File: config.mk
export PLATFORM = sky130hd
export DESIGN_NAME = bitslice_alu
export DESIGN_NICKNAME = d
export VERILOG_FILES = /design/src/rtl/alu_pkg.sv /design/src/rtl/alu_decode.sv /design/src/rtl/alu_full_adder.sv /design/src/rtl/alu_slice.sv /design/src/rtl/bitslice_alu.sv
export SDC_FILE = /design/constraint.sdc
export NUM_CORES = 1
export LEC_CHECK = 0
export CORE_ASPECT_RATIO = 1.5
export CORE_MARGIN = 4
export CORE_UTILIZATION = 48
export DETAILED_ROUTE_END_ITERATION = 8
export PLACE_DENSITY = 0.91
export SETUP_SLACK_MARGIN = 0.15
export SLEW_MARGIN = 20
export SYNTH_ARGS = -nofsm -noshare
export SYNTH_HDL_FRONTEND = slang
export SYNTH_HIERARCHICAL = 1
export SYNTH_SLANG_ARGS = --single-unit
File: constraint.sdc
create_clock -name vclk -period 30.7
set_input_delay 3.07 -clock vclk [all_inputs]
set_output_delay 3.07 -clock vclk [all_outputs]
set_load 0.01 [all_outputs]
File: src/rtl/alu_pkg.sv
package alu_pkg;

    localparam int DATA_W = 32;
    localparam int OP_W   = 3;

    typedef enum logic [OP_W-1:0] {
        OP_ADD  = 3'b000,
        OP_ADDU = 3'b001,
        OP_SUB  = 3'b010,
        OP_SUBU = 3'b011,
        OP_AND  = 3'b100,
        OP_OR   = 3'b101
    } op_e;

    typedef enum logic [1:0] {
        SEL_ARITH = 2'b00,
        SEL_AND   = 2'b01,
        SEL_OR    = 2'b10,
        SEL_ZERO  = 2'b11
    } sel_e;

    typedef struct packed {
        logic invert_b;
        logic carry_in0;
        sel_e sel;
        logic carry_en;
        logic ovf_en;
    } alu_ctrl_t;

    // Pick one slice output according to the function selector.
    function automatic logic pick_bit(input sel_e sel, input logic s_arith,
                                      input logic s_and, input logic s_or);
        logic y;
        case (sel)
            SEL_ARITH: y = s_arith;
            SEL_AND:   y = s_and;
            SEL_OR:    y = s_or;
            default:   y = 1'b0;
        endcase
        return y;
    endfunction

endpackage

File: src/rtl/alu_decode.sv
module alu_decode
    import alu_pkg::*;
(
    input  logic [OP_W-1:0] op,
    output alu_ctrl_t       ctrl
);
    always_comb begin
        ctrl = '{invert_b: 1'b0, carry_in0: 1'b0, sel: SEL_ZERO,
                 carry_en: 1'b0, ovf_en: 1'b0};
        case (op)
            OP_ADD: begin
                ctrl.sel      = SEL_ARITH;
                ctrl.carry_en = 1'b1;
                ctrl.ovf_en   = 1'b1;
            end
            OP_ADDU: begin
                ctrl.sel      = SEL_ARITH;
                ctrl.carry_en = 1'b1;
            end
            OP_SUB: begin
                ctrl.sel       = SEL_ARITH;
                ctrl.invert_b  = 1'b1;
                ctrl.carry_in0 = 1'b1;
                ctrl.carry_en  = 1'b1;
                ctrl.ovf_en    = 1'b1;
            end
            OP_SUBU: begin
                ctrl.sel       = SEL_ARITH;
                ctrl.invert_b  = 1'b1;
                ctrl.carry_in0 = 1'b1;
                ctrl.carry_en  = 1'b1;
            end
            OP_AND:  ctrl.sel = SEL_AND;
            OP_OR:   ctrl.sel = SEL_OR;
            default: ctrl.sel = SEL_ZERO;
        endcase
    end
endmodule

File: src/rtl/alu_full_adder.sv
module alu_full_adder (
    input  logic x,
    input  logic y,
    input  logic ci,
    output logic s,
    output logic co
);
    assign s  = x ^ y ^ ci;
    assign co = (x & ci) | (y & ci) | (x & y);
endmodule

File: src/rtl/alu_slice.sv
module alu_slice
    import alu_pkg::*;
(
    input  logic a_i,
    input  logic b_i,
    input  logic cin,
    input  logic invert_b,
    input  sel_e sel,
    output logic r_o,
    output logic cout
);
    logic b_eff;
    logic and_bit;
    logic or_bit;
    logic sum_bit;

    assign b_eff   = b_i ^ invert_b;
    assign and_bit = a_i & b_i;
    assign or_bit  = a_i | b_i;

    alu_full_adder u_fa (
        .x  (a_i),
        .y  (b_eff),
        .ci (cin),
        .s  (sum_bit),
        .co (cout)
    );

    assign r_o = pick_bit(sel, sum_bit, and_bit, or_bit);
endmodule

File: src/rtl/bitslice_alu.sv
module bitslice_alu
    import alu_pkg::*;
#(
    parameter int W = DATA_W
) (
    input  logic [W-1:0]    a,
    input  logic [W-1:0]    b,
    input  logic [OP_W-1:0] op,
    output logic [W-1:0]    r,
    output logic            carry,
    output logic            ovf
);
    localparam int MSB = W - 1;

    alu_ctrl_t    ctrl;
    logic [W:0]   chain;

    alu_decode u_dec (
        .op   (op),
        .ctrl (ctrl)
    );

    assign chain[0] = ctrl.carry_in0;

    for (genvar i = 0; i < W; i++) begin : g_slice
        alu_slice u_slice (
            .a_i      (a[i]),
            .b_i      (b[i]),
            .cin      (chain[i]),
            .invert_b (ctrl.invert_b),
            .sel      (ctrl.sel),
            .r_o      (r[i]),
            .cout     (chain[i+1])
        );
    end

    assign carry = ctrl.carry_en & chain[W];
    assign ovf   = ctrl.ovf_en & (chain[MSB] ^ chain[W]);
endmodule

==> run_results.csv <==
group,metric,value,unit
run_status,status,"complete, no violations",
sta,period_needed,21.20,ns
sta,post-route-period-util,69.1,%
layout,flops_and_latches,0,
layout,fin_area,3330,µm²
route,drc_errors,0,
global_routing,grt_pass1_wl,9480,µm
place,gp_congestion,0.713,
sta,hold_viol,0,
setup_path,cpPeakStageDelay,0.56,ns
yosys,netlist_top_cells_area,"fa_1 (29%), o211ai_2 (18%), mux2i_1 (14%)",
die,fp.dieW,63.6,µm
yosys,seq_area_frac_synth,0,%
sta,timing.slew.headroom,31.1,%
route,wl,5800,µm
layout,num-clock-buffers,0,
layout,fillCellCount,333,
setup_path,end_kind,"output port",
sta,slew_violations,0,
setup_path,critPathMaxFanout,33,
sta,fmax,47.2,MHz
pwr,finalPower,80.4,µW
layout,layout-drive-gt1-share,13.1,%
layout,syn2layout_area_growth,49.9,%
pwr,p_leak,0.00125,µW
setup_path,worstPathArrival,18.13,ns
die,die-area,5810,µm²
place,port_buffers,101,
setup_path,crit_required,27.63,ns
place,dpl.hpwl,4390,µm
route,drt_iter0_drc,129,
setup_path,crit_slowest_cell,"clkdlybuf4s50_1",
yosys,yosys.area.top_type,"fa_1",
pwr,pwr_density_cell,24.1,nW/µm²
route,viasPerCell,5.90,
yosys,synth_warnings,6,
yosys,synth_top_area_share,28.8,%
route,dr.pass1.iters,5,
die,coreArea,4500,µm²
die,io_pins,101,
pwr,power.internal,44.0,µW
place,place_area,3330,µm²
route,wl_per_cell,16.4,µm
sta,setup_viol,0,
place,placed_cells,354,
global_routing,grtUsageTotal,19.0,%
setup_path,critPathLaunchType,"input pin",
yosys,syn_avg_cell_area,11.0,µm²
global_routing,antenna_found_initial,0,
global_routing,grt_max_degree,97,
clock_tree,post_cts_resized,0,
yosys,netlist_area,2220,µm²
pwr,pwr-share-comb,100.0,%
min_path,hold_class,"input pin to output port",
die,die_h,91.4,µm
layout,multi_input_area,2230,µm²
clock_tree,hold_buffers,0,
route,drtAntennaViolNets,0,
pwr,power.share.clock,0,%
sta,tns,0,ns
clock_tree,postCtsSetupRepairBufs,0,
layout,insertedDiodeCount,0,
route,num_vias,2088,
die,initial_core_util,49.4,%
pwr,seqPwrFrac,0,%
yosys,synth_most_common_cell,"xor2_1",
pwr,p_switching,36.4,µW
pwr,switching_share,45.2,%
yosys,yosysUniqueCellTypes,13,
global_routing,grt_pass1_vias,2030,
setup_path,crit_top_cell,"fa_1",
layout,nNetsFinal,407,
setup_path,path_class,"input pin to output port",
pwr,ir_drop,0.0171,mV
global_routing,gr-total-overflow,0,
die,rows,30,
sta,tightest_slew,1.03,ns
yosys,synth_nets,302,
sta,rsz0062_at_grt,"no",
layout,seq_area,0,µm²
layout,stdcell_count,354,
flow_run,maxCapViolCount,0,
yosys,netlist_instances,203,
-- kinds of logic after synthesis --
kind of cell             share of synthesized area (%)
AND/OR/NAND/NOR                                   24.7
AO/OA/AOI/OAI                                     18.4
XOR/XNOR                                          13.0
multiplexers                                      14.4
adder cells (fa/ha/maj)                           28.8
buffers and inverters                            0.675
-- path summary, 6_finish.rpt --
kind               from     to  slack (ns)  cells after the start
setup / recovery  op[1]  r[31]        9.50                     40
hold / removal     b[1]   r[1]        7.27                      4
-- worst max-delay path: cells and delay by family --
kind                     cells  cell delay (ns)
AO/OA/AOI/OAI                1             0.17
adder cells (fa/ha/maj)     32            12.92
AND/OR/NAND/NOR              1             0.11
buffers and inverters        4             1.57
multiplexers                 1             0.07
XOR/XNOR                     1             0.18
-- area by class of cell --
type	count	area share [%]
multi-input combinational	200	67.0
timing repair buffer	104	31.0
tap	48	1.80
inverter	2	0.225
-- layout by cell type (no fill, tap or decap) --
cell             Yosys  final
a21oi_4              0      1
and2_1               1      1
and2_2               1      1
buf_4                1      3
clkdlybuf4s50_1      0    101
fa_1                32     32
inv_1                1      1
inv_2                1      1
mux2i_1             32     32
nand3b_1            32     32
nand4b_1            32     32
nor2_1               4      2
nor2_4               0      2
o211ai_2            32     32
xor2_1              33     33
-- layer usage --
metal,GRT usage [%],vias to the layer above,wire (µm)
met5,0,-,0
met4,1.98,0,72
met1,25.1,1001,2430
met3,2.60,6,315
met2,33.8,69,2980
li1,-,1012,-
-- power groups by stage --
stage	Clock (µW)	Sequential, µW	Combinational (µW)
2_1_floorplan	0	0	45.0
3_3_place_gp	0	0	78.3
3_5_place_dp	0	0	80.7
4_1_cts	0	0	81.2
5_1_grt	0	0	88.4
6_report	0	0	80.4
-- stage by stage --
step / hold WS (ns) / utilization, % / setup WS, ns
4_1_cts: 7.28 / 74.0 / 9.45
2_1_floorplan: 6.31 / - / 11.04
5_1_grt: 7.30 / 74.0 / 8.96
3_3_place_gp: 7.27 / 74.0 / 9.62
3_5_place_dp: 7.27 / 74.0 / 9.47
6_report: 7.27 / 74.0 / 9.50
(Power assumes the default switching activity.)
